`src/rtl/sdr_seq_pkg.sv`:
```
package sdr_seq_pkg;

   typedef enum logic [3:0] {
      CMD_LMR = 4'b0000,
      CMD_REF = 4'b0001,
      CMD_PRE = 4'b0010,
      CMD_NOP = 4'b0111
   } sdr_cmd_e;

   typedef enum logic [3:0] {
      ST_PWRUP,
      ST_PRE,
      ST_TRP,
      ST_REF,
      ST_RFC,
      ST_LMR,
      ST_MRD,
      ST_IDLE,
      ST_XSR
   } seq_st_e;

   function automatic int max2(input int a, input int b);
      return (a > b) ? a : b;
   endfunction

endpackage

```
`src/rtl/sdr_wait_timer.sv`:
```
module sdr_wait_timer #(
   parameter int CNT_W   = 8,
   parameter int RST_VAL = 0
) (
   input  logic             clk,
   input  logic             rst_n,
   input  logic             load,
   input  logic [CNT_W-1:0] load_val,
   output logic             expired
);

   logic [CNT_W-1:0] cnt_q;

   always_ff @(posedge clk) begin
      if (!rst_n)
         cnt_q <= CNT_W'(RST_VAL);
      else if (load)
         cnt_q <= load_val;
      else if (cnt_q != '0)
         cnt_q <= cnt_q - 1'b1;
   end

   assign expired = (cnt_q == '0);

endmodule

```
`src/rtl/sdr_refresh_pacer.sv`:
```
module sdr_refresh_pacer #(
   parameter int REFI_CYC = 1562,
   parameter int MAX_OWED = 8
) (
   input  logic clk,
   input  logic rst_n,
   input  logic en,
   input  logic restart,
   input  logic svc,
   output logic owe_any
);

   localparam int IV_W = $clog2(REFI_CYC);

   logic [IV_W-1:0] iv_q;
   logic            due;

   assign due = en && (iv_q == IV_W'(REFI_CYC - 1));

   always_ff @(posedge clk) begin
      if (!rst_n || !en || restart || due)
         iv_q <= '0;
      else
         iv_q <= iv_q + 1'b1;
   end

   generate
      if (MAX_OWED == 1) begin : g_flag
         logic owe_q;
         always_ff @(posedge clk) begin
            if (!rst_n || restart)
               owe_q <= 1'b0;
            else if (due)
               owe_q <= 1'b1;
            else if (svc)
               owe_q <= 1'b0;
         end
         assign owe_any = owe_q;
      end else begin : g_count
         localparam int OW_W = $clog2(MAX_OWED + 1);
         logic [OW_W-1:0] owed_q;
         always_ff @(posedge clk) begin
            if (!rst_n || restart)
               owed_q <= '0;
            else if (due && !svc && owed_q != OW_W'(MAX_OWED))
               owed_q <= owed_q + 1'b1;
            else if (svc && !due && owed_q != '0)
               owed_q <= owed_q - 1'b1;
         end
         assign owe_any = (owed_q != '0);
      end
   endgenerate

endmodule

```
`src/rtl/sdr_init_refresh_seq.sv`:
```
module sdr_init_refresh_seq
   import sdr_seq_pkg::*;
#(
   parameter int CLK_MHZ   = 100,
   parameter int ADDR_W    = 12,
   parameter int AP_BIT    = 10,
   parameter int INIT_REFS = 2,
   parameter int MAX_OWED  = 8,
   parameter int PWRUP_CYC = 100 * CLK_MHZ,
   parameter int TRP_CYC   = (20 * CLK_MHZ + 999) / 1000,
   parameter int TRFC_CYC  = (66 * CLK_MHZ + 999) / 1000,
   parameter int TMRD_CYC  = 2,
   parameter int TXSR_CYC  = (75 * CLK_MHZ + 999) / 1000,
   parameter int REFI_CYC  = (15625 * CLK_MHZ) / 1000
) (
   input  logic              clk,
   input  logic              rst_n,
   input  logic [ADDR_W-1:0] mode_word,
   input  logic              grant,
   input  logic              sr_exit,
   output logic              cmd_req,
   output logic [3:0]        cmd_code,
   output logic [ADDR_W-1:0] cmd_addr,
   output logic              busy,
   output logic              ready
);

   localparam int WAIT_MAX = max2(max2(PWRUP_CYC, TRP_CYC),
                                  max2(max2(TRFC_CYC, TMRD_CYC), TXSR_CYC));
   localparam int WAIT_W   = $clog2(WAIT_MAX + 1);
   localparam int REF_W    = $clog2(INIT_REFS + 1);

   generate
      if (AP_BIT >= ADDR_W) begin : g_bad_ap
         $error("AP_BIT must lie inside the address bus");
      end
      if (INIT_REFS < 1 || MAX_OWED < 1) begin : g_bad_cnt
         $error("INIT_REFS and MAX_OWED must be at least 1");
      end
      if (PWRUP_CYC < 1 || TRP_CYC < 1 || TRFC_CYC < 1 ||
          TMRD_CYC < 1 || TXSR_CYC < 1) begin : g_bad_wait
         $error("every wait must last at least one cycle");
      end
      if (REFI_CYC < TRFC_CYC + 3) begin : g_bad_refi
         $error("refresh interval too short for the refresh recovery");
      end
   endgenerate

   seq_st_e             st_q, st_nx;
   logic                tmr_load, tmr_expired;
   logic [WAIT_W-1:0]   tmr_val;
   logic [REF_W-1:0]    refs_left_q;
   logic [ADDR_W-1:0]   mode_q;
   logic                ready_q;
   logic                owe_any;
   logic                ref_issue, run_svc, sr_take;
   sdr_cmd_e            cmd_e;

   assign ref_issue = (st_q == ST_REF) && grant;
   assign run_svc   = ref_issue && ready_q;
   assign sr_take   = (st_q == ST_IDLE) && sr_exit;

   sdr_wait_timer #(
      .CNT_W   (WAIT_W),
      .RST_VAL (PWRUP_CYC - 1)
   ) u_timer (
      .clk      (clk),
      .rst_n    (rst_n),
      .load     (tmr_load),
      .load_val (tmr_val),
      .expired  (tmr_expired)
   );

   sdr_refresh_pacer #(
      .REFI_CYC (REFI_CYC),
      .MAX_OWED (MAX_OWED)
   ) u_pacer (
      .clk     (clk),
      .rst_n   (rst_n),
      .en      (ready_q),
      .restart (sr_take),
      .svc     (run_svc),
      .owe_any (owe_any)
   );

   always_comb begin
      st_nx    = st_q;
      tmr_load = 1'b0;
      tmr_val  = '0;
      unique case (st_q)
         ST_PWRUP: if (tmr_expired) st_nx = ST_PRE;
         ST_PRE: if (grant) begin
            st_nx    = ST_TRP;
            tmr_load = 1'b1;
            tmr_val  = WAIT_W'(TRP_CYC - 1);
         end
         ST_TRP: if (tmr_expired) st_nx = ST_REF;
         ST_REF: if (grant) begin
            st_nx    = ST_RFC;
            tmr_load = 1'b1;
            tmr_val  = WAIT_W'(TRFC_CYC - 1);
         end
         ST_RFC: if (tmr_expired) begin
            if (ready_q)                st_nx = ST_IDLE;
            else if (refs_left_q != '0) st_nx = ST_REF;
            else                        st_nx = ST_LMR;
         end
         ST_LMR: if (grant) begin
            st_nx    = ST_MRD;
            tmr_load = 1'b1;
            tmr_val  = WAIT_W'(TMRD_CYC - 1);
         end
         ST_MRD: if (tmr_expired) st_nx = ST_IDLE;
         ST_IDLE: begin
            if (sr_exit) begin
               st_nx    = ST_XSR;
               tmr_load = 1'b1;
               tmr_val  = WAIT_W'(TXSR_CYC - 1);
            end else if (owe_any) begin
               st_nx = ST_REF;
            end
         end
         ST_XSR: if (tmr_expired) st_nx = ST_IDLE;
         default: st_nx = ST_PWRUP;
      endcase
   end

   always_ff @(posedge clk) begin
      if (!rst_n) begin
         st_q        <= ST_PWRUP;
         refs_left_q <= REF_W'(INIT_REFS);
         mode_q      <= '0;
         ready_q     <= 1'b0;
      end else begin
         st_q <= st_nx;
         if (ref_issue && !ready_q && refs_left_q != '0)
            refs_left_q <= refs_left_q - 1'b1;
         if (st_nx == ST_LMR && st_q != ST_LMR)
            mode_q <= mode_word;
         if (st_q == ST_MRD && tmr_expired)
            ready_q <= 1'b1;
      end
   end

   always_comb begin
      cmd_e    = CMD_NOP;
      cmd_addr = '0;
      unique case (st_q)
         ST_PRE: begin
            cmd_e            = CMD_PRE;
            cmd_addr[AP_BIT] = 1'b1;
         end
         ST_REF: cmd_e = CMD_REF;
         ST_LMR: begin
            cmd_e    = CMD_LMR;
            cmd_addr = mode_q;
         end
         default: cmd_e = CMD_NOP;
      endcase
   end

   assign cmd_req  = (st_q == ST_PRE) || (st_q == ST_REF) || (st_q == ST_LMR);
   assign cmd_code = cmd_e;
   assign busy     = (st_q != ST_IDLE);
   assign ready    = ready_q;

endmodule

```
`config.mk`:
```
export PLATFORM = sky130hd
export DESIGN_NAME = sdr_init_refresh_seq
export DESIGN_NICKNAME = d
export VERILOG_FILES = /design/src/rtl/sdr_seq_pkg.sv /design/src/rtl/sdr_wait_timer.sv /design/src/rtl/sdr_refresh_pacer.sv /design/src/rtl/sdr_init_refresh_seq.sv
export SDC_FILE = /design/constraint.sdc
export NUM_CORES = 1
export LEC_CHECK = 0
export ABC_AREA = 1
export CAP_MARGIN = 25
export CORE_MARGIN = 3
export CORE_UTILIZATION = 35
export CTS_CLUSTER_DIAMETER = 40
export DETAILED_ROUTE_END_ITERATION = 16
export PLACE_DENSITY = 0.53
export SETUP_SLACK_MARGIN = 0.4
export SLEW_MARGIN = 20
export SYNTH_ARGS = -nofsm -noshare
export SYNTH_HDL_FRONTEND = slang
export SYNTH_SLANG_ARGS = --single-unit
```
`constraint.sdc`:
```
create_clock -name clk -period 2.7 [get_ports clk]
set_input_delay 0.81 -clock clk [delete_from_list [all_inputs] [get_ports clk]]
set_output_delay 0.81 -clock clk [all_outputs]
set_load 0.1 [all_outputs]
```
==> flow_summary.toml, run 1 <==
[sta]
relSlewSlack = 0.605
slew_violations = 0
setup_ws_ps = 376
skew_ps = 9.27
setup_violations = 0
rsz0062_at_grt = "yes"
tightest_slew_ps = 589
period_minus_slack_ps = 2320
hold_viol = 0
fmax_mhz = 430
layout_worst_path_cycle_share = 0.861
tns_ps = 0

[placed_design]
dp_hpwl_mm = 5.00
gp_congestion = 0.903
dpl_worst_slack_ps = -240
port_buffers = 33

[layout]
nFillCells = 772
multi_input_area_um2 = 1630
n_antenna_cell = 0
finish.utilization = 0.499
area_growth_pct = 34.5
regArea_um2 = 968
drive_gt1_frac = 0.188
nets = 492

[global_routing]
grt_usage = 0.161
grt_pass1_vias = 2508
grt_first_pass_wirelength_mm = 11.6
grt_antenna_before_repair = 0
grt_max_degree = 18
grt.overflow.total = 0

[yosys]
async_flop_share = 0
yosys_most_used_dff = "dfxtp_1"
ys_seq_area_frac = 0.346
synth.avg_cell_area_um2 = 6.62
yosysWarnings = 0
synth_edf_count = 0
synth_seq_cells = 48
yosysTopAreaCell = "dfxtp_1"
synth.distinct_cells = 36
ys_top_cells_by_area = "dfxtp_1 (35%), nor2_1 (12%), nand2_1 (10%)"
syn_area_um2 = 2780
syn_inst = 420
synth_top_area_share = 0.346
synth_nets = 444

[min_path]
hold_end = "u_pacer.iv_q[0]"
hold_start = "u_pacer.iv_q[0]"
whs_path_depth = 1
hp-class = "flop to flop"

[clocking]
cts_buffer_depth = 2
hold_buffers = 0
htree_levels = 2
cts.sinks = 48
clock_latency_ps = 310
clk_pin_slew_ps = 100
cts_tree = "yes"
root_buffer = "clkbuf_8"
cts_buffers = 5

[worst_setup_path]
crit_fanout = 6
cp.arrival_ps = 1510
path_class = "flop to output port"
r2r_start = "st_q[2]"
timing.rr.end = "u_pacer.g_count.owed_q[3]"
cp-end-kind = "output port"
crit_path_start_kind = "flop"
regToRegSetupSlack_ps = 450
crit_required_ps = 1890
rr_worst_depth = 16

[die]
ios = 35
die_y_um = 95.1
core_area_um2 = 7490
die_w_um = 95.1
rows = 31
start_util = 0.371
dieArea_um2 = 9050

[power]
power.total_w = 0.00124
peakVddDrop_mv = 0.193
p_per_area_nw_per_um2 = 332
leakagePower_nw = 1.59

[routing]
drcViolationCount = 0
final_antenna_net_count = 0
vias = 2625
first_pass_iters = 4
drt-initial-drc-count = 75
post_drt_wl_per_cell_um = 11.6
drt-total-wl_mm = 6.59
vias_per_cell = 4.62

[outcome]
status = "complete, no violations"

[run]
cap_violations = 0
## stage by stage
stage	hold slack [ps]	cell area (um^2)	cells
after global routing	461	3740	568
after floorplan	433	2840	420
final	440	3740	568
after CTS	488	3730	568
after detailed placement	463	3460	553
after global placement	451	3460	553
## power by group
part / switching, W / total, W / internal [W] / leakage, nW
registers: 0.00000384 / 0.000714 / 0.000710 / 0.390
clock network: 0.000265 / 0.000456 / 0.000191 / 0.0491
logic: 0.0000365 / 0.0000702 / 0.0000337 / 1.15
## metal layers
layer  track usage  vias up  wire (um)
met2         0.259       39       3070
met5             0        -          0
met4        0.0481        0         77
li1              -     1408          -
met3        0.0450        6        320
met1         0.209     1172       3120
## registers in the layout, summed over array words and instances (netlist names)
register and flops:
ready 1, st_q 4, mode_q 12, refs_left_q 2, u_pacer.iv_q 11, u_pacer.g_count.owed_q 4
u_timer.cnt_q 14
## cell usage after synthesis, drive strengths merged (2+ instances only)
| cell | n |
|---|---|
| nand3b | 3 |
| ha | 7 |
| nor3 | 13 |
| nand2 | 81 |
| or2 | 2 |
| o31ai | 3 |
| inv | 69 |
| a21oi | 18 |
| clkinv | 2 |
| dfxtp | 48 |
| nand4 | 9 |
| buf | 7 |
| nor4 | 3 |
| o211ai | 2 |
| nor2 | 93 |
| nand3 | 30 |
| o21ai | 12 |
| xnor2 | 5 |
| xor2 | 8 |
## logic make-up after synthesis
group,after synthesis,synth area share
other cells,1,0.00135
xor+xnor,13,0.0410
buf+inv,79,0.121
fa+ha+maj,8,0.0387
compound gates,36,0.0747
simple gates,235,0.378
flops,48,0.346
## how the worst max path moves through the flow
stage	end	cells past startpoint	slack, ps	from
after global placement	u_pacer.g_count.owed_q[3]	15	-170	grant
after detailed placement	u_pacer.g_count.owed_q[3]	15	-240	grant
final	cmd_addr[11]	6	380	st_q[0]
after floorplan	cmd_addr[11]	5	120	st_q[0]
after CTS	cmd_addr[5]	6	370	st_q[0]
after global routing	u_pacer.g_count.owed_q[3]	16	270	st_q[2]
## area by class of cell
type | count | area share
Tap cell | 99 | 0.0331
Clock inverter | 3 | 0.00703
Sequential cell | 48 | 0.259
Multi-Input combinational cell | 293 | 0.436
Clock buffer | 5 | 0.0184
Inverter | 71 | 0.0720
Timing Repair Buffer | 49 | 0.175
## timing repair
action                     CTS  global route
resized for setup           26             5
setup buffers                6             0
setup endpoints to repair   14            19
pin swaps                   10             5
cloned                       1             0
## critical path, cell delays in order, from the launching register on
cell     delay (ps)
dfxtp_4         370
inv_4            40
nor3_4          230
nand2_4         110
buf_16          170
nor2_4          100
buf_12          180
## cell usage in the layout, fill, tap and decap left out, types with 2 or more instances in the layout
cell type,n
nor2_1,74
nand2_1,74
inv_1,65
dfxtp_1,44
nand3_1,27
buf_12,18
a21oi_1,17
nor2_4,14
clkdlybuf4s50_1,14
buf_4,14
nor3_1,11
nand4_1,9
xor2_1,8
o21ai_0,8
ha_1,6
nor2_2,5
xnor2_1,5
clkbuf_8,5
nand2_2,4
nand3b_1,3
inv_2,3
nand2_4,3
nand3_2,3
o21ai_1,3
nor4_1,3
o31ai_1,3
dfxtp_2,3
clkinv_1,2
o211ai_1,2
inv_6,2
Note: power is estimated with default switching activity, not from simulation.
==> run 2, diff against run 1 <==
--- a/config.mk
+++ b/config.mk
@@ -8,12 +8,13 @@
 export ABC_AREA = 1
 export CAP_MARGIN = 25
 export CORE_MARGIN = 3
-export CORE_UTILIZATION = 35
+export CORE_UTILIZATION = 49
 export CTS_CLUSTER_DIAMETER = 40
 export DETAILED_ROUTE_END_ITERATION = 16
-export PLACE_DENSITY = 0.53
+export PLACE_DENSITY = 0.69
 export SETUP_SLACK_MARGIN = 0.4
 export SLEW_MARGIN = 20
 export SYNTH_ARGS = -nofsm -noshare
 export SYNTH_HDL_FRONTEND = slang
+export SYNTH_HIERARCHICAL = 1
 export SYNTH_SLANG_ARGS = --single-unit
==> constraint.sdc (replaced) <==
create_clock -name clk -period 2.3 [get_ports clk]
set_input_delay 0.69 -clock clk [delete_from_list [all_inputs] [get_ports clk]]
set_output_delay 0.69 -clock clk [all_outputs]
set_load 0.1 [all_outputs]
==> flow_summary.toml, run 2 <==
[worst_setup_path]
crit_path_start_kind = "flop"
timing.rr.end = "mode_q[10]"
crit_buf_inv = 2
rr_worst_depth = 14
cp_slowest_cell = "dfxtp_4"
critical_path.top_delay_family = "simple AND/OR/NAND/NOR gates"
regToRegSetupSlack_ps = 130
cp-end-kind = "flop"
crit_required_ps = 2550
path_class = "flop to flop"
crit_chain = "nor2_4 > nand2_2 > nor2_4 > nand3_4 > nor2_8 > inv_4 > nor2_4 > nor2_1 > nor2_2 > nand3_4 > buf_6 > nand4_1 > nand2_1 > nor2_1"
cp_common_cell = "nor2_4"
cp.arrival_ps = 2410
r2r_start = "u_timer/cnt_q[5]"
cpPeakStageDelay_ps = 380
crit_fanout = 6

[clocking]
hold_buffers = 0
clock_latency_ps = 310
cts_buffers = 5
clk_pin_slew_ps = 100
root_buffer = "clkbuf_8"
cts_buffer_depth = 2
htree_levels = 2
cts_tree = "yes"
cts.sinks = 48

[layout]
area_growth_pct = 56.7
largest_reg_flops = 14
top_regs = "u_timer/cnt_q: 14 flops, mode_q: 12 flops, u_pacer/iv_q: 11 flops"
nets = 599
final_cell_mix = "nand2_1 (102), inv_1 (76), nor2_1 (55), buf_4 (41), dfxtp_1 (35)"
finish.utilization = 0.819
top_register = "u_timer/cnt_q"
drive_gt1_frac = 0.333
n_antenna_cell = 0
layout_commonest_cell = "nand2_1"

[yosys]
yosysMostFrequentCell = "nand2_1"
ys_top_cells_by_area = "dfxtp_1 (32%), nand2_1 (14%), inv_1 (11%)"
yosysTopAreaCell = "dfxtp_1"
synth.distinct_cells = 42
syn_inst = 475
yosys_most_used_dff = "dfxtp_1"
synth_seq_cells = 48
syn_area_um2 = 2980
synth_edf_count = 0
synth.avg_cell_area_um2 = 6.28
synth_top_area_share = 0.322
synthTopCellsByCount = "nand2_1 (115), inv_1 (85), nor2_1 (80)"
yosysWarnings = 6
async_flop_share = 0
ys_seq_area_frac = 0.322

[routing]
first_pass_iters = 5
vias_per_cell = 5.21
drt-total-wl_mm = 9.78
drcViolationCount = 0
vias = 3379
final_antenna_net_count = 0
post_drt_wl_per_cell_um = 15.1
drt-initial-drc-count = 240

[die]
die_w_um = 84.0
dieArea_um2 = 7060
rows = 27
die_y_um = 84.0
ios = 35
core_area_um2 = 5710
start_util = 0.522

[sta]
hold_viol = 0
slew_violations = 0
setup_violations = 0
layout_worst_path_cycle_share = 0.942
hold_slack_ps = 457
skew_ps = 6.52
fmax_mhz = 462
rsz0062_at_grt = "yes"
setup_ws_ps = 134
period_minus_slack_ps = 2170

[power]
peakVddDrop_mv = 0.325
leakagePower_nw = 2.11
p_per_area_nw_per_um2 = 320
power.total_w = 0.00149

[min_path]
hold_end = "u_pacer/iv_q[0]"
hp-class = "flop to flop"
whs_path_depth = 1
hold_start = "u_pacer/iv_q[0]"

[run]
cap_violations = 0

[global_routing]
grt_first_pass_wirelength_mm = 14.2
grt_pass1_vias = 3069
grt_antenna_before_repair = 0
grt_max_degree = 23
grt_usage = 0.243
grt.overflow.total = 0

[placed_design]
dpl_worst_slack_ps = -211
gp_congestion = 0.846
dp_hpwl_mm = 5.38
port_buffers = 33

[outcome]
status = "complete, no violations"
## run 2: changes by cell type after synthesis, sizes merged, moves of 4 or more
cell   change
inv       +19
nand2     +37
nor3       -9
xor2       -7
nor2       -4
nand3      +4
nand4      +6
## run 2: metal layers
layer	share of wire	GRT usage	vias to the layer above
met5	0	0	-
met4	0.027	0.0906	0
met3	0.057	0.0355	30
met2	0.49	0.415	139
met1	0.42	0.308	1551
li1	-	-	1659
## run 2: per-stage QoR
stage,TNS (ps),instance area [um^2],instances
4_1_cts,0,4360,635
5_1_grt,0,4670,649
6_report,0,4670,649
3_3_place_gp,-2610,3930,597
3_5_place_dp,-3520,3930,597
2_1_floorplan,0,3290,486
## run 2: power by group
part | switching [W] | internal, W
sequential | 0.00000389 | 0.000829
clock | 0.000316 | 0.000245
combinational | 0.0000538 | 0.0000460
total | 0.000373 | 0.00112
## run 2: repair_timing
item | CTS | global route
endpoints found under the setup margin | 46 | 40
gates cloned | 2 | 3
hold endpoints to repair | 0 | 0
buffers inserted | 28 | 11
pin swaps | 25 | 34
gates resized for setup | 41 | 62
## run 2: worst max path at each step
stage,startpoint,end,slack (ps),cells after the start
2_1_floorplan,st_q[0],cmd_code[1],80,5
3_3_place_gp,grant,u_timer/cnt_q[9],-160,8
3_5_place_dp,grant,u_timer/cnt_q[6],-210,9
4_1_cts,st_q[2],cmd_addr[0],210,6
5_1_grt,u_timer/cnt_q[6],mode_q[10],60,14
6_report,u_timer/cnt_q[5],mode_q[10],130,14
## run 2: area by class of cell
cell class                 count  area, um^2
tap                           72        90.1
timing repair inverter         1        7.51
clock buffer                   6        82.6
inverter                      88         344
multi-input combinational    339        2110
fill                         360        1040
sequential                    48         990
clock inverter                 2        13.8
timing repair buffer          93        1030
## run 2: cells by family after synthesis
logic type / Yosys count / synth area share
other: 1 / 0.00126
AOI/OAI and AO/OA: 41 / 0.0738
buffers and inverters: 100 / 0.134
adders and majority gates: 7 / 0.0319
xor gates and xnor gates: 3 / 0.00881
and+or+nand+nor: 275 / 0.428
DFF: 48 / 0.322
## run 2: worst reg2reg max path: stages, from the launching register on
cell	delay [ps]
dfxtp_4	380
nor2_4	140
nand2_2	90
nor2_4	150
nand3_4	110
nor2_8	190
inv_4	80
nor2_4	100
nor2_1	70
nor2_2	200
nand3_4	160
buf_6	170
nand4_1	100
nand2_1	70
nor2_1	120
==> run 3, diff against run 2 <==
--- a/config.mk
+++ b/config.mk
@@ -8,13 +8,12 @@
 export ABC_AREA = 1
 export CAP_MARGIN = 25
 export CORE_MARGIN = 3
-export CORE_UTILIZATION = 49
+export CORE_UTILIZATION = 35
 export CTS_CLUSTER_DIAMETER = 40
 export DETAILED_ROUTE_END_ITERATION = 16
-export PLACE_DENSITY = 0.69
+export PLACE_DENSITY = 0.53
 export SETUP_SLACK_MARGIN = 0.4
 export SLEW_MARGIN = 20
 export SYNTH_ARGS = -nofsm -noshare
 export SYNTH_HDL_FRONTEND = slang
-export SYNTH_HIERARCHICAL = 1
 export SYNTH_SLANG_ARGS = --single-unit
==> flow_summary.toml, run 3 (synthesis gave the netlist of run 1 again) <==
[outcome]
status = "complete, no violations"

[worst_setup_path]
cpPeakStageDelay_ps = 370
crit_buf_inv = 2
cp.arrival_ps = 1490
crit_path_start_kind = "flop"
path_class = "flop to output port"
crit_required_ps = 1610
critical_path.top_delay_family = "simple AND/OR/NAND/NOR gates"
cp_common_cell = "buf_12"
cp_slowest_cell = "dfxtp_4"
crit_chain = "nor3_4 > nand2_2 > buf_12 > nor2_4 > buf_12"
crit_fanout = 13
cp-end-kind = "output port"

[min_path]
hp-class = "flop to flop"

[clocking]
htree_levels = 2
root_buffer = "clkbuf_8"
cts_tree = "yes"
cts_buffer_depth = 2
clk_pin_slew_ps = 90
clock_latency_ps = 310
cts_buffers = 5
cts.sinks = 48

[sta]
period_minus_slack_ps = 2180
rsz0062_at_grt = "yes"
layout_worst_path_cycle_share = 0.947
fmax_mhz = 459
setup_violations = 0
slew_violations = 0
skew_ps = 7.71
hold_slack_ps = 485
hold_viol = 0

[power]
peakVddDrop_mv = 0.244
leakagePower_nw = 1.62
p_per_area_nw_per_um2 = 387

[die]
core_area_um2 = 7490
ios = 35
start_util = 0.371
die_w_um = 95.1
rows = 31
dieArea_um2 = 9050
die_y_um = 95.1

[layout]
layout_commonest_cell = "nand2_1"
area_growth_pct = 42.2
top_register = "u_timer.cnt_q"
finish.instance_area_um2 = 3950
nets = 504
largest_reg_flops = 14
top_regs = "u_timer.cnt_q: 14 flops, mode_q: 12 flops, u_pacer.iv_q: 11 flops"
drive_gt1_frac = 0.249
final_cell_mix = "nand2_1 (73), nor2_1 (72), inv_1 (59), dfxtp_1 (39), nand3_1 (27)"
n_antenna_cell = 0

[global_routing]
grt_first_pass_wirelength_mm = 11.8
grt_usage = 0.164
grt_max_degree = 19
grt.overflow.total = 0
grt_antenna_before_repair = 0
grt_pass1_vias = 2621

[routing]
drcViolationCount = 0
drt-total-wl_mm = 6.65
vias = 2719
drt-initial-drc-count = 94
first_pass_iters = 4
final_antenna_net_count = 0
vias_per_cell = 4.69
post_drt_wl_per_cell_um = 11.5

[placed_design]
port_buffers = 33
gp_congestion = 0.834
place_area_um2 = 3650
dp_hpwl_mm = 5.11

[run]
cap_violations = 0
-- run 3: cell types whose count changed in the layout (fill, tap and decap cells not counted), moves of 6 or more --
| cell | change |
|---|---|
| nor2_4 | -12 |
| buf_4 | -19 |
| nand2_4 | -6 |
| nand3_4 | -6 |
| buf_6 | -16 |
| conb_1 | -11 |
| nand2_1 | -29 |
| xor2_1 | +7 |
| nor2_1 | +17 |
| inv_1 | -17 |
-- run 3: power breakdown --
| part | internal (W) | switching, W | total (W) | leakage, nW |
|---|---|---|---|---|
| Sequential | 0.000829 | 0.00000476 | 0.000834 | 0.394 |
| Clock | 0.000323 | 0.000288 | 0.000611 | 0.0552 |
| Combinational | 0.0000407 | 0.0000451 | 0.0000858 | 1.17 |
| Total | 0.00119 | 0.000337 | 0.00153 | 1.62 |
-- run 3: worst paths after layout --
path | depth (start not counted) | from | end | slack (ps)
setup / recovery | 5 | st_q[1] | cmd_addr[0] | 120
hold / removal | 2 | u_pacer.iv_q[3] | u_pacer.iv_q[3] | 490
setup reg to reg | 15 | u_pacer.iv_q[1] | u_pacer.g_count.owed_q[3] | 250
hold reg to reg | 2 | u_pacer.iv_q[3] | u_pacer.iv_q[3] | 490
-- run 3: worst reg2reg max path, stage by stage, from the launching register on --
cell,delay [ps]
dfxtp_2,330
inv_2,60
ha_4,120
nand2_1,40
nor2_1,90
nand3b_1,110
nand3b_1,280
ha_1,330
nand2_1,60
nor2_1,40
nor2_1,110
nand4_1,140
nand3_2,120
nand2_1,50
nand2_1,50
nor2_1,40
-- run 3: area by class of cell --
class	count	area (um^2)
Fill cell	750	3530
Multi-Input combinational cell	293	1690
Sequential cell	48	985
Timing Repair Buffer	61	763
Inverter	71	284
Tap cell	99	124
Clock buffer	6	72.6
Clock inverter	2	35.0
-- run 3: routing by layer --
layer / track usage / share of wire / vias to the layer above
met5: 0 / 0 / -
met4: 0.0589 / 0.014 / 0
met3: 0.0339 / 0.047 / 8
met2: 0.248 / 0.44 / 56
met1: 0.228 / 0.49 / 1221
li1: - / - / 1434
-- run 3: through the flow --
step / setup WS, ps / utilization / instances / setup TNS [ps] / total power (W)
final: 121 / 0.528 / 580 / 0 / 0.00153
after floorplan: -140 / - / 420 / -263 / 0.000904
after detailed placement: -399 / 0.487 / 561 / -2520 / 0.000943
after global placement: -356 / 0.487 / 561 / -2080 / 0.000943
after global routing: 45.8 / 0.528 / 580 / 0 / 0.00160
after CTS: 106 / 0.519 / 576 / 0 / 0.00155
-- run 3: repair_timing --
item | in CTS | in global routing
pin swaps | 8 | 9
hold buffers | 0 | 0
endpoints found under the setup margin | 33 | 35
gates resized for setup | 28 | 14
buffers inserted | 7 | 4
